### config.mk
export PLATFORM = sky130hd
export DESIGN_NAME = crcx_engine
export DESIGN_NICKNAME = d
export VERILOG_FILES = /design/src/rtl/crcx_pkg.sv /design/src/rtl/crcx_shaper.sv /design/src/rtl/crcx_state.sv /design/src/rtl/crcx_out.sv /design/src/rtl/crcx_engine.sv
export SDC_FILE = /design/constraint.sdc
export NUM_CORES = 2
export LEC_CHECK = 0
export BUFFER_PORTS_ARGS = -buffer_cell sky130_fd_sc_hd__buf_4
export CAP_MARGIN = 20
export CORE_AREA = 2 2 176 308
export DETAILED_ROUTE_END_ITERATION = 8
export DIE_AREA = 0 0 178 310
export PLACE_DENSITY_LB_ADDON = 0.2
export SYNTH_ARGS = -nofsm -noshare
export SYNTH_HDL_FRONTEND = slang
export SYNTH_SLANG_ARGS = --single-unit
### constraint.sdc
create_clock -name clk -period 19.3 [get_ports clk]
set_clock_uncertainty 0.1 [all_clocks]
set_input_delay 1.93 -clock clk [delete_from_list [all_inputs] [get_ports clk]]
set_output_delay 1.93 -clock clk [all_outputs]
set_load 0.01 [all_outputs]
### src/rtl/crcx_pkg.sv
package crcx_pkg;

    localparam int WORD_W  = 32;
    localparam int HALF_W  = WORD_W / 2;
    localparam int LANES   = WORD_W / 8;
    localparam int LANE_SW = $clog2(LANES);

    typedef enum logic [1:0] {
        KIND_CRC16 = 2'd0,
        KIND_CRC32 = 2'd1,
        KIND_SUM   = 2'd2,
        KIND_NONE  = 2'd3
    } kind_e;

    typedef enum logic [1:0] {
        START_SEED  = 2'd0,
        START_RSVD  = 2'd1,
        START_ZERO  = 2'd2,
        START_ONES  = 2'd3
    } start_e;

    typedef struct packed {
        start_e             start;
        logic               wide;
        logic               cpl;
        logic               oref;
        logic               iref;
        logic [LANE_SW-1:0] lanes;
        logic [3:0]         mode;
    } ctrl_t;

    function automatic ctrl_t ctrl_decode(input logic [WORD_W-1:0] w);
        ctrl_t c;
        c.mode  = w[3:0];
        c.lanes = w[5:4];
        c.iref  = w[7];
        c.oref  = w[8];
        c.cpl   = w[9];
        c.wide  = w[12];
        c.start = start_e'(w[14:13]);
        return c;
    endfunction

    function automatic kind_e kind_of(input logic [3:0] mode);
        case (mode)
            4'd0, 4'd1: return KIND_CRC16;
            4'd2, 4'd3: return KIND_CRC32;
            4'd8:       return KIND_SUM;
            default:    return KIND_NONE;
        endcase
    endfunction

    function automatic logic [WORD_W-1:0] poly_of(input logic [3:0] mode);
        case (mode)
            4'd0:    return 32'h0000_8005;
            4'd1:    return 32'h0000_1021;
            4'd2:    return 32'h04C1_1DB7;
            4'd3:    return 32'h1EDC_6F41;
            default: return '0;
        endcase
    endfunction

    function automatic logic [WORD_W-1:0] width_mask(input kind_e k);
        if (k == KIND_CRC32 || k == KIND_NONE)
            return '1;
        return {{HALF_W{1'b0}}, {HALF_W{1'b1}}};
    endfunction

    function automatic logic [WORD_W-1:0] reflect(input logic [WORD_W-1:0] v,
                                                  input logic full);
        logic [WORD_W-1:0] r;
        r = '0;
        for (int i = 0; i < WORD_W; i++) begin
            if (full)
                r[i] = v[WORD_W-1-i];
            else if (i < HALF_W)
                r[i] = v[HALF_W-1-i];
        end
        return r;
    endfunction

    function automatic logic [WORD_W-1:0] crc_feed(input logic [WORD_W-1:0] st,
                                                   input logic [WORD_W-1:0] item,
                                                   input logic item_full,
                                                   input logic [WORD_W-1:0] poly,
                                                   input logic reg_full);
        logic [WORD_W-1:0] s;
        logic [WORD_W-1:0] it;
        logic              fb;
        s  = st;
        it = item_full ? item : {item[HALF_W-1:0], {HALF_W{1'b0}}};
        for (int i = 0; i < WORD_W; i++) begin
            if (item_full || i < HALF_W) begin
                fb = (reg_full ? s[WORD_W-1] : s[HALF_W-1]) ^ it[WORD_W-1-i];
                s  = s << 1;
                if (fb)
                    s = s ^ poly;
                if (!reg_full)
                    s[WORD_W-1:HALF_W] = '0;
            end
        end
        return s;
    endfunction

    function automatic logic [HALF_W-1:0] oc_add(input logic [HALF_W-1:0] a,
                                                 input logic [HALF_W-1:0] b);
        logic [HALF_W:0] t;
        t = {1'b0, a} + {1'b0, b};
        return t[HALF_W-1:0] + {{(HALF_W-1){1'b0}}, t[HALF_W]};
    endfunction

endpackage

### src/rtl/crcx_shaper.sv
module crcx_shaper
    import crcx_pkg::*;
(
    input  logic [WORD_W-1:0]  raw,
    input  logic [LANE_SW-1:0] lanes,
    input  logic               wide,
    input  logic               iref,
    output logic [WORD_W-1:0]  item
);
    logic [WORD_W-1:0] ordered;
    logic [WORD_W-1:0] sized;

    for (genvar k = 0; k < LANES; k++) begin : g_lane
        logic [LANE_SW-1:0] src;
        assign src = LANE_SW'(k) ^ lanes;
        assign ordered[8*k +: 8] = raw[{src, 3'b000} +: 8];
    end

    always_comb begin
        sized = wide ? ordered : {{HALF_W{1'b0}}, ordered[HALF_W-1:0]};
        item  = iref ? reflect(sized, wide) : sized;
    end
endmodule

### src/rtl/crcx_state.sv
module crcx_state
    import crcx_pkg::*;
(
    input  logic              clk,
    input  logic              rst,
    input  logic              restart,
    input  logic              take,
    input  ctrl_t             ctrl,
    input  kind_e             kind,
    input  logic [WORD_W-1:0] seed,
    input  logic [WORD_W-1:0] item,
    output logic [WORD_W-1:0] state_q
);
    logic [WORD_W-1:0] mask;
    logic [WORD_W-1:0] start_v;
    logic              start_ok;
    logic [WORD_W-1:0] next_v;
    logic [HALF_W-1:0] sum_v;

    always_comb begin
        mask     = width_mask(kind);
        start_ok = 1'b1;
        case (ctrl.start)
            START_SEED: start_v = seed & mask;
            START_ZERO: start_v = '0;
            START_ONES: start_v = mask;
            default: begin
                start_v  = state_q;
                start_ok = 1'b0;
            end
        endcase
    end

    always_comb begin
        sum_v = oc_add(state_q[HALF_W-1:0], item[HALF_W-1:0]);
        if (ctrl.wide)
            sum_v = oc_add(sum_v, item[WORD_W-1:HALF_W]);
        case (kind)
            KIND_CRC16: next_v = crc_feed(state_q, item, ctrl.wide, poly_of(ctrl.mode), 1'b0);
            KIND_CRC32: next_v = crc_feed(state_q, item, ctrl.wide, poly_of(ctrl.mode), 1'b1);
            KIND_SUM:   next_v = {{HALF_W{1'b0}}, sum_v};
            default:    next_v = state_q;
        endcase
    end

    always_ff @(posedge clk) begin
        if (rst)
            state_q <= '0;
        else if (restart) begin
            if (start_ok)
                state_q <= start_v;
        end else if (take)
            state_q <= next_v;
    end
endmodule

### src/rtl/crcx_out.sv
module crcx_out
    import crcx_pkg::*;
(
    input  logic [WORD_W-1:0] state_q,
    input  ctrl_t             ctrl,
    input  kind_e             kind,
    output logic [WORD_W-1:0] result
);
    logic [WORD_W-1:0] mask;
    logic [WORD_W-1:0] v;

    always_comb begin
        mask = width_mask(kind);
        v    = state_q & mask;
        if (kind == KIND_NONE)
            result = state_q;
        else begin
            if (ctrl.oref)
                v = reflect(v, kind == KIND_CRC32);
            if (ctrl.cpl)
                v = v ^ mask;
            result = v;
        end
    end
endmodule

### src/rtl/crcx_engine.sv
module crcx_engine
    import crcx_pkg::*;
(
    input  logic        clk,
    input  logic        rst,
    input  logic [31:0] ctrl_word,
    input  logic [31:0] seed_word,
    input  logic        restart,
    input  logic        in_valid,
    output logic        in_ready,
    input  logic [31:0] in_data,
    output logic [31:0] result
);
    ctrl_t             ctrl;
    kind_e             kind;
    logic [WORD_W-1:0] item;
    logic [WORD_W-1:0] state_q;
    logic              ctrl_unused;

    assign ctrl        = ctrl_decode(ctrl_word);
    assign kind        = kind_of(ctrl.mode);
    assign ctrl_unused = ^{ctrl_word[31:15], ctrl_word[11:10], ctrl_word[6]};
    assign in_ready    = !restart;

    crcx_shaper u_shape (
        .raw   (in_data),
        .lanes (ctrl.lanes),
        .wide  (ctrl.wide),
        .iref  (ctrl.iref),
        .item  (item)
    );

    crcx_state u_state (
        .clk     (clk),
        .rst     (rst),
        .restart (restart),
        .take    (in_valid && in_ready),
        .ctrl    (ctrl),
        .kind    (kind),
        .seed    (seed_word),
        .item    (item),
        .state_q (state_q)
    );

    crcx_out u_out (
        .state_q (state_q),
        .ctrl    (ctrl),
        .kind    (kind),
        .result  (result)
    );
endmodule

Word-level counts from Yosys, hierarchy flattened. Cells that the tools add are included.

Muxes and demuxes: 243. Shift operators: 4. Reductions and logical operators: 12. Multiply operators: 0. Equality and inequality tests: 11. Divide/modulo/power cells: 0. Bitwise operators: 134. Add/subtract/negate cells: 4. $lt $le $gt $ge: 0.

Operators with widths (number): 2-to-1 mux 32 bit (124); bitwise XOR 32 bit (33); 2-to-1 mux 16 bit (49); bitwise XOR 16 bit (32); one-hot mux 32 bit (3 select lines) (2); variable part select 32 x 6 -> 8 bit (4); one-hot mux 29 bit (4 select lines) (1); 2-to-1 mux 1 bit (66); AND 32 bit (2); bitwise XOR 1 bit (64); adder 16 x 16 -> 17 bit (2); adder 16 x 1 -> 16 bit (2); == test 2 bit, second input constant (4); == test 4 x 2 -> 1 bit, second input constant (2); one-hot mux 2 bit (3 select lines) (1); == test 4 x 1 -> 1 bit, second input constant (1); == test 4 bit, second input constant (1); zero test 2 bit (2); zero test 4 bit (1); != test 4 x 1 -> 1 bit, second input constant (1); AND reduction 4 bit (1); nonzero test 4 bit (1); OR reduction 2 bit (2); OR reduction 3 bit (1); 8 further kinds (9).

Memories kept: 0. Output and inout bits: 33. Latch bits: 0. Word-level logic and storage cells: 409. Bits of input ports: 100. ROM bits: 0. Memory bits (writable): 0. Register bits after elaboration: 32.

Logic depth before layout (Yosys ltp).
Word-level depth: 120. Depth in mapped cells: 63. Mapped depth without buffers: 58.

Hierarchy. From an unflattened synthesis, not the netlist that was laid out.

Cell total of the unflattened synthesis: 3438. Area total of the unflattened synthesis: 24178.2 µm².

Modules (own cells, without submodules): crcx_state (times used 1, area an instance 21560.7 µm², cells each 3118); crcx_shaper (times used 1, area an instance 1418.9 µm², cells each 146); crcx_out (times used 1, area an instance 1173.6 µm², cells each 170); crcx_engine (times used 1, area an instance 25.0 µm², cells each 4).

Worst setup path before layout. Ideal clock, no wire load.

Kind: input to register. Start point: in ctrl_word[12]. End point: reg u_state.state_q[7]. Cell stages on the path: 54. Data required time: 19099 ps. Library setup time: 101 ps. Slack: 3795 ps. Data arrival time: 15304 ps. Buffers on the path: 3. Path through: buf_4 xor2_1 mux2_2 mux2_4 a221o_4 xnor2_4 nand2_1 mux2i_2 xnor2_4 xnor3_1 nor2_1 xnor2_1 mux2i_1 inv_1 o31ai_2 o21a_1 buf_2 nor4_1 [... 18 more ...] a31oi_4 xor2_1 xnor2_1 nor2_1 xnor2_1 a21oi_1 mux2_2 or3_1 a21o_1 and2_1 xnor3_1 o21a_1 o21ai_2 nand3_2 xnor3_1 nand3_1 a21oi_1 o41ai_1.

Word-level cells in the longest chain between the ends: 118. Elaborated cells on any way between the ends: 327. Classes of those cells: 4 x add/sub; 197 x mux; 126 x bitwise.

Ends and longest elaborated chain: start, declared (line crcx_engine.sv:6) `input logic [31:0] ctrl_word,`; 2-to-1 mux 32 bit (line crcx_shaper.sv:20) `sized = wide ? ordered : {{HALF_W{1'b0}}, ordered[HALF_W-1:0]};`; 2-to-1 mux 1 bit (line crcx_pkg.sv:74) `if (full)`; 2-to-1 mux 32 bit (line crcx_shaper.sv:21) `item = iref ? reflect(sized, wide) : sized;`; 2-to-1 mux 32 bit (line crcx_pkg.sv:91) `it = item_full ? item : {item[HALF_W-1:0], {HALF_W{1'b0}}};`; bitwise XOR 1 bit (line crcx_pkg.sv:94) `fb = (reg_full ? s[WORD_W-1] : s[HALF_W-1]) ^ it[WORD_W-1-i];`; 2-to-1 mux 32 bit or 2-to-1 mux 16 bit (tied branches) (line crcx_pkg.sv:96) `if (fb)`; 2-to-1 mux 32 bit or 2-to-1 mux 16 bit (tied branches) (line crcx_state.sv:38) `case (kind)`; bitwise XOR 32 bit (tied with other cells) (line crcx_pkg.sv:97) `s = s ^ poly;`; [... 102 more ...]; 2-to-1 mux 32 bit (line crcx_pkg.sv:93) `if (item_full || i < HALF_W) begin`; 2-to-1 mux 32 bit (line crcx_state.sv:38); bitwise XOR 32 bit (tied with other cells) (line crcx_pkg.sv:97); 2-to-1 mux 32 bit or 2-to-1 mux 16 bit (tied branches) (line crcx_pkg.sv:96); 2-to-1 mux 32 bit (line crcx_pkg.sv:93); one-hot mux 32 bit (3 select lines) (*) (line crcx_state.sv:38); 2-to-1 mux 32 bit (*) (line crcx_state.sv:52) `end else if (take)`; 2-to-1 mux 32 bit (*) (line crcx_state.sv:49) `else if (restart) begin`; end signal, assigned (line crcx_state.sv:51) `state_q <= start_v;`; end signal, assigned (line crcx_state.sv:53) `state_q <= next_v;`; end, declared (line crcx_state.sv:12) `output logic [WORD_W-1:0] state_q`.

Every way passes the cells marked *; elsewhere a longest branch is shown, timed or not. The select of a mux whose other input is x is not followed. A chain may end at the register's enable or synchronous reset.

Worst setup path in the final report.
Start point: in ctrl_word[4]. End point: reg u_state.state_q[2].

Word-level cells in the longest chain between the ends: 119. Elaborated cells on any way between the ends: 333. Classes of those cells: 4 x add/sub; 4 x shift; 197 x mux; 128 x bitwise.

Ends and longest elaborated chain: variable part select 32 x 6 -> 8 bit (tied with other cells) (line crcx_shaper.sv:16) `assign ordered[8*k +: 8] = raw[{src, 3'b000} +: 8];`; 2-to-1 mux 32 bit (*) (line crcx_shaper.sv:20); 2-to-1 mux 1 bit or 2-to-1 mux 32 bit (tied branches) (line crcx_pkg.sv:74, crcx_shaper.sv:20); 2-to-1 mux 32 bit (*) (line crcx_shaper.sv:21); 2-to-1 mux 32 bit (line crcx_pkg.sv:91); bitwise XOR 1 bit (line crcx_pkg.sv:94); 2-to-1 mux 32 bit or 2-to-1 mux 16 bit (tied branches) (line crcx_pkg.sv:96); 2-to-1 mux 32 bit or 2-to-1 mux 16 bit (tied branches) (line crcx_state.sv:38); [... 103 more ...]; 2-to-1 mux 32 bit (line crcx_pkg.sv:93); 2-to-1 mux 32 bit (line crcx_state.sv:38); bitwise XOR 32 bit (tied with other cells) (line crcx_pkg.sv:97); 2-to-1 mux 32 bit or 2-to-1 mux 16 bit (tied branches) (line crcx_pkg.sv:96); 2-to-1 mux 32 bit (line crcx_pkg.sv:93); one-hot mux 32 bit (3 select lines) (*) (line crcx_state.sv:38); 2-to-1 mux 32 bit (*) (line crcx_state.sv:52); 2-to-1 mux 32 bit (*) (line crcx_state.sv:49).

Marked as above.

==> results.txt <==
Timing would allow up to 0.0537 GHz. The tools report the startpoint of the most critical setup path as ctrl_word[4]. In this run, synthesis produced a sequential element count of 32. The portion of synthesized area spent on multiplexers is 5.47%. In this run, CTS created clock tree buffers numbering 5. During synthesis, Yosys emitted a total of 0 warnings. The finished layout holds 4,322 standard cells, fillers aside. Cell internal power was estimated by the tool at 1.49 mW.

The unique cell type count in the Yosys netlist is 117. The run gives 0 as the count of endpoints failing hold in the final timing report. After clock tree synthesis, the clock-pin slew on the worst setup and hold paths is 60 ps. The core region is 52,800 sq um. More flip-flops sit in one register than any other, and that register is u_state.state_q. The run gives 280 ps as the clock latency at the later pin of the worst-skew pair.

The cell family contributing the most delay on the critical path is XOR/XNOR gates. Number of nets with antenna violations after detailed routing: 0. The clock network burns 2.2% of the power. The switching fraction of total power is 59.1%, and the wire length of the first global-routing pass is 175 mm. The effective utilization at floorplan was 46.5%; the full die area was 55,200 sq um.

The compound-cell area share of the yosys netlist came out at 24.4%. The routed wire length per instance is 27.9 microns, and the required time reported for the critical path endpoint is 19,330 ps. In the final layout, the share of cells above drive strength 1 is 10.9%.

Sequential cells account for 2.7% of the total power. The cell count after placement was 4,307. TritonCTS built the clock tree. The most used flip-flop cell after synthesis is sky130_fd_sc_hd__dfxtp_1. Counting every sink on the clock net gives 32. The XOR/XNOR share of the synthesized area works out to 37.5%. Counting both buffers and inverters, the worst setup path holds a total of 2.

The run finished with clean final reports. Setup repair after global routing left no endpoint under its margin. The share of the cycle needed by the critical path after routing came out at 96.4%.

Post-CTS repair changed the size of 0 cells. In this run the power spent charging and discharging nets is 2.15 mW. In this run the number of H-tree levels came out at 2. The overflow left after global routing is 0, and the total number of placement rows is 112. Post-synthesis sequential area ratio: 2.61%.

Along the worst hold path, the cell count comes to 2. Summing the areas of all fa, ha and maj instances in the mapped netlist gives 2.15% of the synthesized area. In this run the worst path has a maximum fanout of 39. The number of flip-flops under the largest register name works out to 32. Entering global routing, the biggest net connects 65 pins. The run gives 0 as the number of max-slew violations in the final report. The synthesized design devotes to its leading area cell type 26.0% of total area. The number of global-route vias before repair was 26,400; the average footprint of a synthesized cell was 6.75 sq um.

Across the run, the number of max-cap violations was 0. In this run the register-to-register setup slack is 2470 ps. The final sum of negative setup slack came out at 0 ps. Measured against its own limit, the worst slew margin works out to 15.1%.

In this run the critical register-to-register path is launched from u_state.state_q[15]. The I/O pin count is 133, and the data arrival time at the worst-slack endpoint is 18,640 ps. CTS placed an instance of sky130_fd_sc_hd__clkbuf_16 at the clock tree root.

The total number of vias was 27,900; the depth of the worst register-to-register path was 51. The sort of element at the end of the critical path is a flop. The tools report the start point of the worst hold path as u_state.state_q[18]. The post-synthesis async set-or-reset flop share came out at 0%.

After clock tree synthesis, the flow added hold-fix buffers numbering 0. Path class of the lowest-slack min-delay path: reg -> reg. Final count of negative-setup-slack endpoints: 0.

The type of the setup path with the least slack is in -> reg. When the netlist entered floorplanning its net count stood at 3,784. STA classifies the critical path startpoint as an input pin. The biggest area contributor in the post-synthesis netlist is sky130_fd_sc_hd__xnor2_1. The highest cell delay on the worst timing path works out to 630 ps. The routed design has 121 mm of wire. The leakage component of the power is 9.59 nW, and the worst voltage drop across the vdd grid is 0.0666 mV. The number of buffers inserted by post-CTS setup repair was 0. The floorplan step set the die width to 178 microns. Power spread over the standard cell area amounts to 138 nW/um^2. In the layout the commonest cells are sky130_fd_sc_hd__xnor2_1, sky130_fd_sc_hd__nand2_1, sky130_fd_sc_hd__nor2_1. Measured along the y axis, the die boundary spans 310 microns. Synthesis produced a netlist whose cell count is 3,643. Using the TritonRoute via totals, the vias-per-cell ratio works out to 6.47.

Count of input and output buffers: 112. The global placer's final weighted congestion was 1.11. After synthesis, the cell types taking the most area are sky130_fd_sc_hd__xnor2_1, sky130_fd_sc_hd__nand2_1, sky130_fd_sc_hd__xor2_1.

The logs give 5 for the initial antenna violation count and 6 for the number of iterations in the first detailed-routing pass. The endpoint identified for the worst register-to-register timing path is u_state.state_q[2]. The library cell used most frequently in the layout, excluding fill and tap cells, is sky130_fd_sc_hd__xnor2_1. For the pin with the worst max-slew slack, the measured transition is 1270 ps. In the routed design, unresolved DRC markers number 0.

The cell with the most instances on the worst path was sky130_fd_sc_hd__xnor2_1. Detailed placement finished with a half-perimeter wire length of 91.9 mm. The starting DRC count in detailed routing came out at 2,793. By area, the combinational part of the netlist is dominated by XOR/XNOR gates. No sink is reached through more buffers than the 2 on the longest clock path.

In the final layout, the registers with the most flip-flops are u_state.state_q (32). The run gives 488 ps as the worst slack on hold paths. Counting flops with a built-in enable in the synthesized netlist gives 0. The final layout contains 3,775 nets.

Combinational logic burns 95.1% of the power. The slowest cell on the critical path was sky130_fd_sc_hd__mux4_2. For hold timing, the worst endpoint is u_state.state_q[18]. The synthesis-to-finish area growth came out at 7.72%. Global routing used 42.8% of the available tracks. The simple logic cell fraction of the synthesized area is 22.4%. The cell area after synthesis was 24,600 sq um; the minimum clock period after layout was 18,600 ps.
[synth_stat cells (all sizes together) (10+ instances only)]
master   instances
a211oi          51
a21boi          12
a21o            22
a21oi          270
a221o           21
a221oi          14
a22oi           36
a31oi           20
a32oi           10
and2            49
and3            28
buf             66
clkbuf         192
dfxtp           32
ha              39
inv             70
mux2            31
mux2i           79
nand2          480
nand2b          34
nand3           62
nand4           14
nor2           383
nor3            86
nor4            23
o2111ai         25
o211ai          31
o21a            14
o21ai          211
o21bai          28
o221ai          21
o22ai           30
o31ai           11
or2             11
or3             26
xnor2          748
xnor3           23
xor2           199
[stage by stage]
stage                     util, %  area [sq um]  power, mW  worst slack (ps)
final                        50.1         26500       3.65               695
after CTS                    50.0         26400       3.53               888
after global routing         50.1         26500       3.84              50.3
after floorplan                 -         24600       2.56              3800
after detailed placement     49.7         26300       3.43               669
after global placement       49.7         26300       3.42               731
[cell families (layout without fill, tap and decap cells)]
| group | count (synthesis) | count (layout) |
|---|---|---|
| other | 0 | 3 |
| and+or+nand+nor | 1236 | 1236 |
| xor gates and xnor gates | 975 | 975 |
| muxes | 117 | 117 |
| buffers and inverters | 335 | 327 |
| adders and majority gates | 41 | 41 |
| AOI/OAI and AO/OA | 907 | 907 |
| DFF | 32 | 32 |
[how the worst max path moves through the flow]
stage | endpoint | cells past startpoint
final | u_state.state_q[2] | 53
after global routing | u_state.state_q[2] | 52
after CTS | u_state.state_q[7] | 51
after detailed placement | u_state.state_q[7] | 51
after global placement | u_state.state_q[7] | 52
after floorplan | u_state.state_q[7] | 54
[worst min-delay path, delay by kind of cell (launching register included)]
family | cells | cell delay (ps)
flops | 1 | 370
simple gates | 1 | 120
compound gates | 1 | 50
[power by group through the flow]
stage | combinational (mW) | sequential (mW) | clock, mW
floorplan | 2.48 | 0.0814 | 0
global placement | 3.33 | 0.0964 | 0
detailed placement | 3.33 | 0.0962 | 0
CTS | 3.36 | 0.0949 | 0.0798
global route | 3.66 | 0.0956 | 0.0818
finish | 3.47 | 0.0975 | 0.0795
[area by class of cell]
type / count / area, sq um
Sequential cell: 32 / 641
Clock buffer: 6 / 139
Tap cell: 684 / 856
Timing Repair Buffer: 242 / 1820
Inverter: 77 / 289
Multi-Input combinational cell: 3276 / 22700
Clock inverter: 2 / 10.0
Antenna cell: 3 / 7.51
Fill cell: 5553 / 26400
[routing by layer]
metal | track usage, % | up-vias | part of all wire [%]
li1 | - | 12600 | -
met4 | 46.2 | 2 | 14
met2 | 69.2 | 1674 | 45
met5 | 0 | - | 0.011
met3 | 8.25 | 706 | 8.6
met1 | 44.2 | 12900 | 33
Power figures use the tool's default switching activity.
